### src/rtl/uart_reg_pkg.sv
package uart_reg_pkg;
  localparam int BYTE_W  = 8;
  localparam int DIV_W   = 2 * BYTE_W;
  localparam int IER_W   = 4;
  localparam int MCR_W   = 5;
  localparam int MODE_W  = 3;
  localparam int LEV_W   = 4;
  localparam int DLAB_BIT = 7;
  localparam int LOOP_BIT = 4;
  localparam int RI_IDX   = 2;

  localparam int OFS_DATA = 0;
  localparam int OFS_IER  = 1;
  localparam int OFS_IIR  = 2;
  localparam int OFS_LCR  = 3;
  localparam int OFS_MCR  = 4;
  localparam int OFS_LSR  = 5;
  localparam int OFS_MSR  = 6;
  localparam int OFS_SCR  = 7;
  localparam int OFS_MODE = 8;

  localparam logic [3:0] CODE_NONE  = 4'h1;
  localparam logic [3:0] CODE_LINE  = 4'h6;
  localparam logic [3:0] CODE_RXD   = 4'h4;
  localparam logic [3:0] CODE_TMO   = 4'hC;
  localparam logic [3:0] CODE_THRE  = 4'h2;
  localparam logic [3:0] CODE_MODEM = 4'h0;

  typedef enum logic [3:0] {
    SEL_RBR, SEL_DLL, SEL_IER, SEL_DLM, SEL_IIR, SEL_LCR,
    SEL_MCR, SEL_LSR, SEL_MSR, SEL_SCR, SEL_MODE, SEL_NONE
  } regSel_e;

  typedef struct packed {
    logic wrThr;
    logic wrDll;
    logic wrDlm;
    logic wrIer;
    logic wrFcr;
    logic wrLcr;
    logic wrMcr;
    logic wrScr;
    logic wrMode;
    logic rdRbr;
    logic rdIir;
    logic rdMsr;
  } regStb_t;
endpackage

### src/rtl/uart_reg_ctrl.sv
module uart_reg_ctrl
  import uart_reg_pkg::*;
#(
  parameter int ADDR_W = 4
) (
  input  logic [ADDR_W-1:0] addr,
  input  logic              wrEn,
  input  logic              rdEn,
  input  logic              dlab,
  output regStb_t           stb,
  output regSel_e           rdSel
);
  always_comb begin
    stb   = '0;
    rdSel = SEL_NONE;
    case (addr)
      ADDR_W'(OFS_DATA): begin
        rdSel     = dlab ? SEL_DLL : SEL_RBR;
        stb.wrDll = wrEn & dlab;
        stb.wrThr = wrEn & ~dlab;
        stb.rdRbr = rdEn & ~dlab;
      end
      ADDR_W'(OFS_IER): begin
        rdSel     = dlab ? SEL_DLM : SEL_IER;
        stb.wrDlm = wrEn & dlab;
        stb.wrIer = wrEn & ~dlab;
      end
      ADDR_W'(OFS_IIR): begin
        rdSel     = SEL_IIR;
        stb.wrFcr = wrEn;
        stb.rdIir = rdEn;
      end
      ADDR_W'(OFS_LCR): begin
        rdSel     = SEL_LCR;
        stb.wrLcr = wrEn;
      end
      ADDR_W'(OFS_MCR): begin
        rdSel     = SEL_MCR;
        stb.wrMcr = wrEn;
      end
      ADDR_W'(OFS_LSR): rdSel = SEL_LSR;
      ADDR_W'(OFS_MSR): begin
        rdSel     = SEL_MSR;
        stb.rdMsr = rdEn;
      end
      ADDR_W'(OFS_SCR): begin
        rdSel     = SEL_SCR;
        stb.wrScr = wrEn;
      end
      ADDR_W'(OFS_MODE): begin
        rdSel      = SEL_MODE;
        stb.wrMode = wrEn;
      end
      default: ;
    endcase
  end
endmodule

### src/rtl/uart_reg_dp.sv
module uart_reg_dp
  import uart_reg_pkg::*;
(
  input  logic              clk,
  input  logic              rst_n,
  input  regStb_t           stb,
  input  regSel_e           rdSel,
  input  logic [BYTE_W-1:0] wrData,
  input  logic [BYTE_W-1:0] rxData,
  input  logic              rxAvail,
  input  logic              rxTimeout,
  input  logic              lineIrq,
  input  logic [BYTE_W-1:0] lineStat,
  input  logic              thrEmpty,
  input  logic              ctsIn,
  input  logic              dsrIn,
  input  logic              riIn,
  input  logic              dcdIn,
  output logic [BYTE_W-1:0] rdData,
  output logic              irq,
  output logic              dlab,
  output logic              fifoEn,
  output logic [DIV_W-1:0]  divisor,
  output logic [BYTE_W-1:0] lineCtl,
  output logic              dtrOut,
  output logic              rtsOut,
  output logic              loopback,
  output logic [MODE_W-1:0] modeSel
);
  logic [BYTE_W-1:0] dllQ, dlmQ, lcrQ, scrQ, modeQ;
  logic [IER_W-1:0]  ierQ;
  logic [MCR_W-1:0]  mcrQ;
  logic              fifoEnQ, threQ, thrEmptyQ;
  logic [LEV_W-1:0]  levQ, levNow, deltaQ, deltaEvt;
  logic [3:0]        iirCode;
  logic [BYTE_W-1:0] iirByte, msrByte;
  logic              threSet, threClr;

  // live modem levels packed as {dcd, ri, dsr, cts}
  assign loopback = mcrQ[LOOP_BIT];
  assign levNow = loopback ? {mcrQ[3], mcrQ[2], mcrQ[0], mcrQ[1]}
                           : {dcdIn, riIn, dsrIn, ctsIn};

  for (genvar i = 0; i < LEV_W; i++) begin : g_delta
    if (i == RI_IDX) begin : g_fall
      assign deltaEvt[i] = levQ[i] & ~levNow[i];
    end else begin : g_any
      assign deltaEvt[i] = levQ[i] ^ levNow[i];
    end
  end

  always_comb begin
    if (ierQ[2] & lineIrq)       iirCode = CODE_LINE;
    else if (ierQ[0] & rxAvail)  iirCode = CODE_RXD;
    else if (ierQ[0] & rxTimeout) iirCode = CODE_TMO;
    else if (ierQ[1] & threQ)    iirCode = CODE_THRE;
    else if (ierQ[3] & |deltaQ)  iirCode = CODE_MODEM;
    else                         iirCode = CODE_NONE;
  end

  assign iirByte = {fifoEnQ, fifoEnQ, 2'b00, iirCode};
  assign msrByte = {levNow, deltaQ};
  assign irq     = ~iirByte[0];

  assign threSet = (thrEmpty & ~thrEmptyQ) |
                   (stb.wrIer & ~ierQ[1] & wrData[1] & thrEmpty);
  assign threClr = stb.wrThr | (stb.rdIir & (iirCode == CODE_THRE));

  always_ff @(posedge clk or negedge rst_n) begin
    if (!rst_n) begin
      dllQ <= '0; dlmQ <= '0; lcrQ <= '0; scrQ <= '0; modeQ <= '0;
      ierQ <= '0; mcrQ <= '0; fifoEnQ <= 1'b0; threQ <= 1'b0;
      thrEmptyQ <= 1'b1; levQ <= '0; deltaQ <= '0;
    end else begin
      if (stb.wrDll)  dllQ  <= wrData;
      if (stb.wrDlm)  dlmQ  <= wrData;
      if (stb.wrLcr)  lcrQ  <= wrData;
      if (stb.wrScr)  scrQ  <= wrData;
      if (stb.wrMode) modeQ <= wrData;
      if (stb.wrIer)  ierQ  <= wrData[IER_W-1:0];
      if (stb.wrMcr)  mcrQ  <= wrData[MCR_W-1:0];
      if (stb.wrFcr)  fifoEnQ <= wrData[0];
      if (threSet)      threQ <= 1'b1;
      else if (threClr) threQ <= 1'b0;
      thrEmptyQ <= thrEmpty;
      levQ      <= levNow;
      deltaQ    <= (stb.rdMsr ? '0 : deltaQ) | deltaEvt;
    end
  end

  always_comb begin
    case (rdSel)
      SEL_RBR:  rdData = rxData;
      SEL_DLL:  rdData = dllQ;
      SEL_IER:  rdData = {{(BYTE_W-IER_W){1'b0}}, ierQ};
      SEL_DLM:  rdData = dlmQ;
      SEL_IIR:  rdData = iirByte;
      SEL_LCR:  rdData = lcrQ;
      SEL_MCR:  rdData = {{(BYTE_W-MCR_W){1'b0}}, mcrQ};
      SEL_LSR:  rdData = lineStat;
      SEL_MSR:  rdData = msrByte;
      SEL_SCR:  rdData = scrQ;
      SEL_MODE: rdData = modeQ;
      default:  rdData = '0;
    endcase
  end

  assign dlab    = lcrQ[DLAB_BIT];
  assign fifoEn  = fifoEnQ;
  assign divisor = {dlmQ, dllQ};
  assign lineCtl = lcrQ;
  assign dtrOut  = mcrQ[0] & ~loopback;
  assign rtsOut  = mcrQ[1] & ~loopback;
  assign modeSel = modeQ[MODE_W-1:0];
endmodule

### src/rtl/uart_regfile.sv
module uart_regfile
  import uart_reg_pkg::*;
#(
  parameter int ADDR_W = 4
) (
  input  logic              clk,
  input  logic              rst_n,
  input  logic [ADDR_W-1:0] addr,
  input  logic              wrEn,
  input  logic              rdEn,
  input  logic [7:0]        wrData,
  output logic [7:0]        rdData,
  output logic              irq,
  input  logic [7:0]        rxData,
  input  logic              rxAvail,
  input  logic              rxTimeout,
  input  logic              lineIrq,
  input  logic [7:0]        lineStat,
  input  logic              thrEmpty,
  input  logic              ctsIn,
  input  logic              dsrIn,
  input  logic              riIn,
  input  logic              dcdIn,
  output logic [7:0]        txData,
  output logic              txLoad,
  output logic              rxPop,
  output logic [7:0]        fifoCtl,
  output logic              fifoCtlWr,
  output logic              fifoEn,
  output logic [15:0]       divisor,
  output logic [7:0]        lineCtl,
  output logic              dtrOut,
  output logic              rtsOut,
  output logic              loopback,
  output logic [2:0]        modeSel
);
  regStb_t stb;
  regSel_e rdSel;
  logic    dlab;

  uart_reg_ctrl #(.ADDR_W(ADDR_W)) u_ctrl (
    .addr(addr), .wrEn(wrEn), .rdEn(rdEn), .dlab(dlab),
    .stb(stb), .rdSel(rdSel)
  );

  uart_reg_dp u_dp (
    .clk(clk), .rst_n(rst_n), .stb(stb), .rdSel(rdSel), .wrData(wrData),
    .rxData(rxData), .rxAvail(rxAvail), .rxTimeout(rxTimeout),
    .lineIrq(lineIrq), .lineStat(lineStat), .thrEmpty(thrEmpty),
    .ctsIn(ctsIn), .dsrIn(dsrIn), .riIn(riIn), .dcdIn(dcdIn),
    .rdData(rdData), .irq(irq), .dlab(dlab), .fifoEn(fifoEn),
    .divisor(divisor), .lineCtl(lineCtl), .dtrOut(dtrOut),
    .rtsOut(rtsOut), .loopback(loopback), .modeSel(modeSel)
  );

  assign txData    = wrData;
  assign txLoad    = stb.wrThr;
  assign rxPop     = stb.rdRbr;
  assign fifoCtl   = wrData;
  assign fifoCtlWr = stb.wrFcr;
endmodule

### config.mk
export PLATFORM = sky130hd
export DESIGN_NAME = uart_regfile
export DESIGN_NICKNAME = d
export VERILOG_FILES = /design/src/rtl/uart_reg_pkg.sv /design/src/rtl/uart_reg_ctrl.sv /design/src/rtl/uart_reg_dp.sv /design/src/rtl/uart_regfile.sv
export SDC_FILE = /design/constraint.sdc
export NUM_CORES = 1
export LEC_CHECK = 0
export ABC_AREA = 1
export CAP_MARGIN = 20
export CORE_MARGIN = 10
export CORE_UTILIZATION = 49
export CTS_BUF_LIST = sky130_fd_sc_hd__clkbuf_8
export CTS_CLUSTER_DIAMETER = 50
export DETAILED_ROUTE_END_ITERATION = 16
export HOLD_SLACK_MARGIN = 0.15
export PLACE_DENSITY_LB_ADDON = 0.05
export SYNTH_ARGS = -nofsm -noshare
export SYNTH_HDL_FRONTEND = slang
export SYNTH_SLANG_ARGS = --single-unit
export TNS_END_PERCENT = 10
### constraint.sdc
create_clock -name clk -period 1.6 [get_ports clk]
set_input_delay 0.24 -clock clk [delete_from_list [all_inputs] [get_ports clk]]
set_output_delay 0.24 -clock clk [all_outputs]
set_load 0.05 [all_outputs]
Word level (Yosys, flattened, before mapping)
Cells that the tools add are included.
Word-level totals
  input port bits: 40
  flip-flop bits (word level): 60
  output and inout port bits: 59
  logic and storage cells: 86
Cells by class
  multiplexer cells: 23
  equality and inequality tests: 19
  bitwise operators: 28
  reduce and logical (&&, ||, !) cells: 4
Operators by type and width (number)
  $pmux W8 S11: 1
  $pmux W4 S9: 1
  $eq A4 B3 Y1 const B: 8
  $mux W4: 6
  $eq A4 B2 Y1 const B: 5
  $and A1 B1 Y1: 16
  $eq A4 B4 Y1 const B: 4
  $mux W1: 13
  $eq A4 B1 Y1 const B: 2
  $logic_not A4 Y1: 2
  $not A1 Y1: 6
  $mux W2: 2
  $or A4 B4 Y4: 1
  $reduce_or A4 Y1: 1
  $xor A1 B1 Y1: 3
  $or A1 B1 Y1: 2
  $reduce_bool A2 Y1: 1

Longest topological paths before layout
  depth after elaboration: 12
  depth in mapped cells: 10
  depth with buffers taken out: 9

By module
Synthesis repeated with hierarchy kept, for this count alone.
Second synthesis, totals
  cells, all modules: 455
  area total of the unflattened synthesis: 3348.2 µm²
By module, submodules not included
  uart_reg_dp: area an instance 3017.9 µm², instances 1, cells an instance 393, seq. area each 1502.7 µm²
  uart_reg_ctrl: area an instance 210.2 µm², instances 1, cells an instance 46, seq. area each 0.0 µm²
  uart_regfile: area an instance 120.1 µm², instances 1, cells an instance 16, seq. area each 0.0 µm²

Worst setup path before layout
Ideal clock, no wire load.
  kind: register to output
  start: register u_dp.mcrQ[4]
  end: output rdData[4]
  cell stages (with the launch flop): 8
  path buffers: 1
  data required time: 1.360 ns
  data arrival time: 1.705 ns
  setup slack: -0.345 ns
  path through: dfrtp_1 > buf_2 > nor2_1 > a21oi_1 > nand2_1 > nand4_1 > nor2_1 > nand3_1
On the way
  cells in the longest elaborated chain, start to end: 2
RTL lines
  start, declared: line uart_reg_dp.sv:32  | logic [MCR_W-1:0] mcrQ;
  start signal, assigned: line uart_reg_dp.sv:81  | if (stb.wrMcr) mcrQ <= wrData[MCR_W-1:0];
  $mux W4: line uart_reg_dp.sv:41  | assign levNow = loopback ? {mcrQ[3], mcrQ[2], mcrQ[0], mcrQ[1]}
  net u_dp.levNow[0]: line uart_reg_dp.sv:34  | logic [LEV_W-1:0] levQ, levNow, deltaQ, deltaEvt;
  $pmux W8 S11: line uart_reg_dp.sv:92  | case (rdSel)
  end, declared: line uart_regfile.sv:12  | output logic [7:0] rdData,
The timed path passes the listed nets, and every way through them passes these cells.

Final worst setup path
Ends and elaborated chain as after synthesis.

==> flow_summary.yaml <==
status:
  status: "finished with violations"
  violations: "setup timing"
global_route:
  antenna_found_initial: 0
  grt_util_all_layers: 0.2323
  grt_overflow_total: 0
  grt_max_degree: 61
  grt_pass1_wl_um: 18610
  grt_pass1_vias: 3634
placement:
  hpwl_um: 8641
  port_buffers: 98
  routabilityCongestion: 1.001
cts:
  clkLatencyLatePin_ns: 0.35
  clk_pin_slew_ns: 0.07
  htree_levels: 3
  cts.sinks: 60
  clockBufferDepth: 2
  cts_tree: "yes"
  root_buffer: "clkbuf_8"
  cts_buffers: 9
synth:
  synth-edff-count: 0
  synth_nets: 460
  ys_dominant_reg_cell: "dfrtp_1"
  netlist_area_mm2: 0.003286
  synth_seq_area_share: 0.4573
  avgSynthCellArea_um2: 7.823
  synth_cells: 420
  ys_ff_latch: 60
  async_flop_share: 1.000
  synth-warning-count: 0
  synth_cell_type_count: 30
floorplan:
  die-area_mm2: 0.01038
  die_w_um: 101.9
  start_util: 0.5116
  core-area_mm2: 0.006422
  fp.dieH_um: 101.9
  rows: 29
  pin_count: 99
cells_and_area:
  fillers: 418
  layout_commonest_cell: "nand2_1"
  multiInputGateArea_mm2: 0.001587
  fin_util: 0.8128
  diodes: 0
  final_nets: 593
  seqCellArea_mm2: 0.001504
  layout_common_cells: "119 x nand2_1, 71 x buf_4, 58 x dfrtp_1"
  syn2layout_area_growth_pct: 58.87
  drive_gt1_frac: 0.3375
timing:
  slew_headroom: 0.7810
  setup_tns_ns: -3.204
  tightest_slew_ns: 0.3274
  min_period_ns: 2.030
  fin_skew_ns: 0.009360
  finalHoldViolCount: 0
  fin_ws_ns: -0.4304
  holdWs_ns: 0.3266
  drv_slew: 0
  setup_viol: 13
  finalCritPeriodShare: 1.269
  rsz0062_at_grt: "yes"
  max_freq_mhz: 492.5
drt:
  avgRoutedWirePerCell_um: 18.83
  drt_iter0_markers: 171
  drtPass1Iterations: 5
  detail_route.wirelength_um: 11940
  drc: 0
  num_vias: 3531
  via_per_inst: 5.569
  ant_nets: 0
critical_path:
  cp_data_required_time_ns: 1.36
  worstReg2RegStart: "u_dp.lineCtl[7]"
  ff2ff_setup_slack_ns: 0.19
  arrival_ns: 1.79
  critical_path.endpoint: "rdData[4]"
  worstPathMaxFanout: 6
  r2r_cells: 7
  cp-start-kind: "register"
  critical_path_class: "register to output pin"
  worstReg2RegEnd: "u_dp.threQ"
  crit_start: "u_dp.mcrQ[4]"
  cp-end-kind: "output pin"
run:
  drv_cap: 0
power_and_ir_drop:
  p_leak_uw: 0.002576
  power.total_uw: 5916
  ir_drop_mv: 0.7812
  p_per_area_mw_per_mm2: 1133
hold_path:
  min_path_type: "input port to register"
[through the flow]
step	instance area, µm²	instances	setup WS, ns
finish	5220	634	-0.4304
global route	5220	634	-0.4613
CTS	5202	634	-0.4183
detailed placement	4788	612	-0.5584
global placement	4788	612	-0.5139
floorplan	3292	420	-0.1939
[flip-flops by register name, summed over array words and instances (netlist names)]
signal,count
u_dp.dllQ,8
u_dp.lineCtl,8
u_dp.ierQ,4
u_dp.modeQ,8
u_dp.threQ,1
u_dp.levQ,4
u_dp.fifoEn,1
u_dp.thrEmptyQ,1
u_dp.scrQ,8
u_dp.deltaQ,4
u_dp.mcrQ,5
u_dp.dlmQ,8
[synthesized netlist by cell type (3+ instances only)]
cell type	n	share of area
a21oi_1	8	0.012
buf_2	4	0.0061
buf_4	22	0.050
dfrtp_1	59	0.45
inv_1	30	0.034
inv_2	6	0.0069
nand2_1	125	0.14
nand2_2	7	0.013
nand3_1	25	0.038
nand4_1	25	0.048
nor2_1	31	0.035
nor2_2	3	0.0057
nor2_4	6	0.021
o21ai_0	42	0.064
o21ai_1	3	0.0046
o21bai_1	3	0.0069
xor2_1	3	0.0080
[power by group]
group / internal (µW) / switching, µW
Combinational: 922 / 1430
Clock: 905 / 619
Sequential: 1810 / 234
[final cells by class]
class,instances,area share
inverter,37,0.02756
timing repair buffer,151,0.3207
tap,77,0.01846
multi-input combinational,294,0.3039
clock buffer,10,0.02637
clock inverter,5,0.01486
sequential,60,0.2881
[worst max-delay path: stages (launching register included)]
cell and delay [ns]:
dfrtp_2 0.48, buf_6 0.16, nor2_4 0.07, a21oi_2 0.05
nand2_1 0.09, nand4_1 0.15, nor2_1 0.17, nand3_2 0.11
buf_12 0.16
[cells by family (layout without fill, tap and decap cells)]
logic type,count (synthesis),after routing,share of synthesized area
and+or+nand+nor,230,230,0.3283
xor gates and xnor gates,3,3,0.007998
AOI/OAI and AO/OA,61,61,0.09901
DFF,60,60,0.4574
buffers and inverters,66,203,0.1074
[worst min path at each step]
| stage | startpoint | endpoint | slack [ns] | depth (start not counted) |
|---|---|---|---|---|
| 4_1_cts | thrEmpty | u_dp.thrEmptyQ | 0.33 | 1 |
| 2_1_floorplan | rst_n | u_dp.deltaQ[0] | -0.06 | 0 |
| 5_1_grt | thrEmpty | u_dp.thrEmptyQ | 0.34 | 1 |
| 3_5_place_dp | rst_n | u_dp.deltaQ[1] | 0.27 | 2 |
| 3_3_place_gp | rst_n | u_dp.deltaQ[1] | 0.27 | 2 |
| 6_report | thrEmpty | u_dp.thrEmptyQ | 0.33 | 1 |
[timing repair]
action,4_1_cts,5_1_grt
pin swaps,24,8
endpoints found under the hold margin,59,0
setup endpoints to repair,12,14
gates cloned,1,0
setup buffers,6,0
gates resized for setup,45,7
hold buffers,1,0
[per-layer routing]
layer,GRT usage,routed length (µm)
met1,0.2538,4366
met2,0.3966,5999
met3,0.08030,1030
met4,0.1139,541
met5,0,0
(Power assumes the default switching activity.)
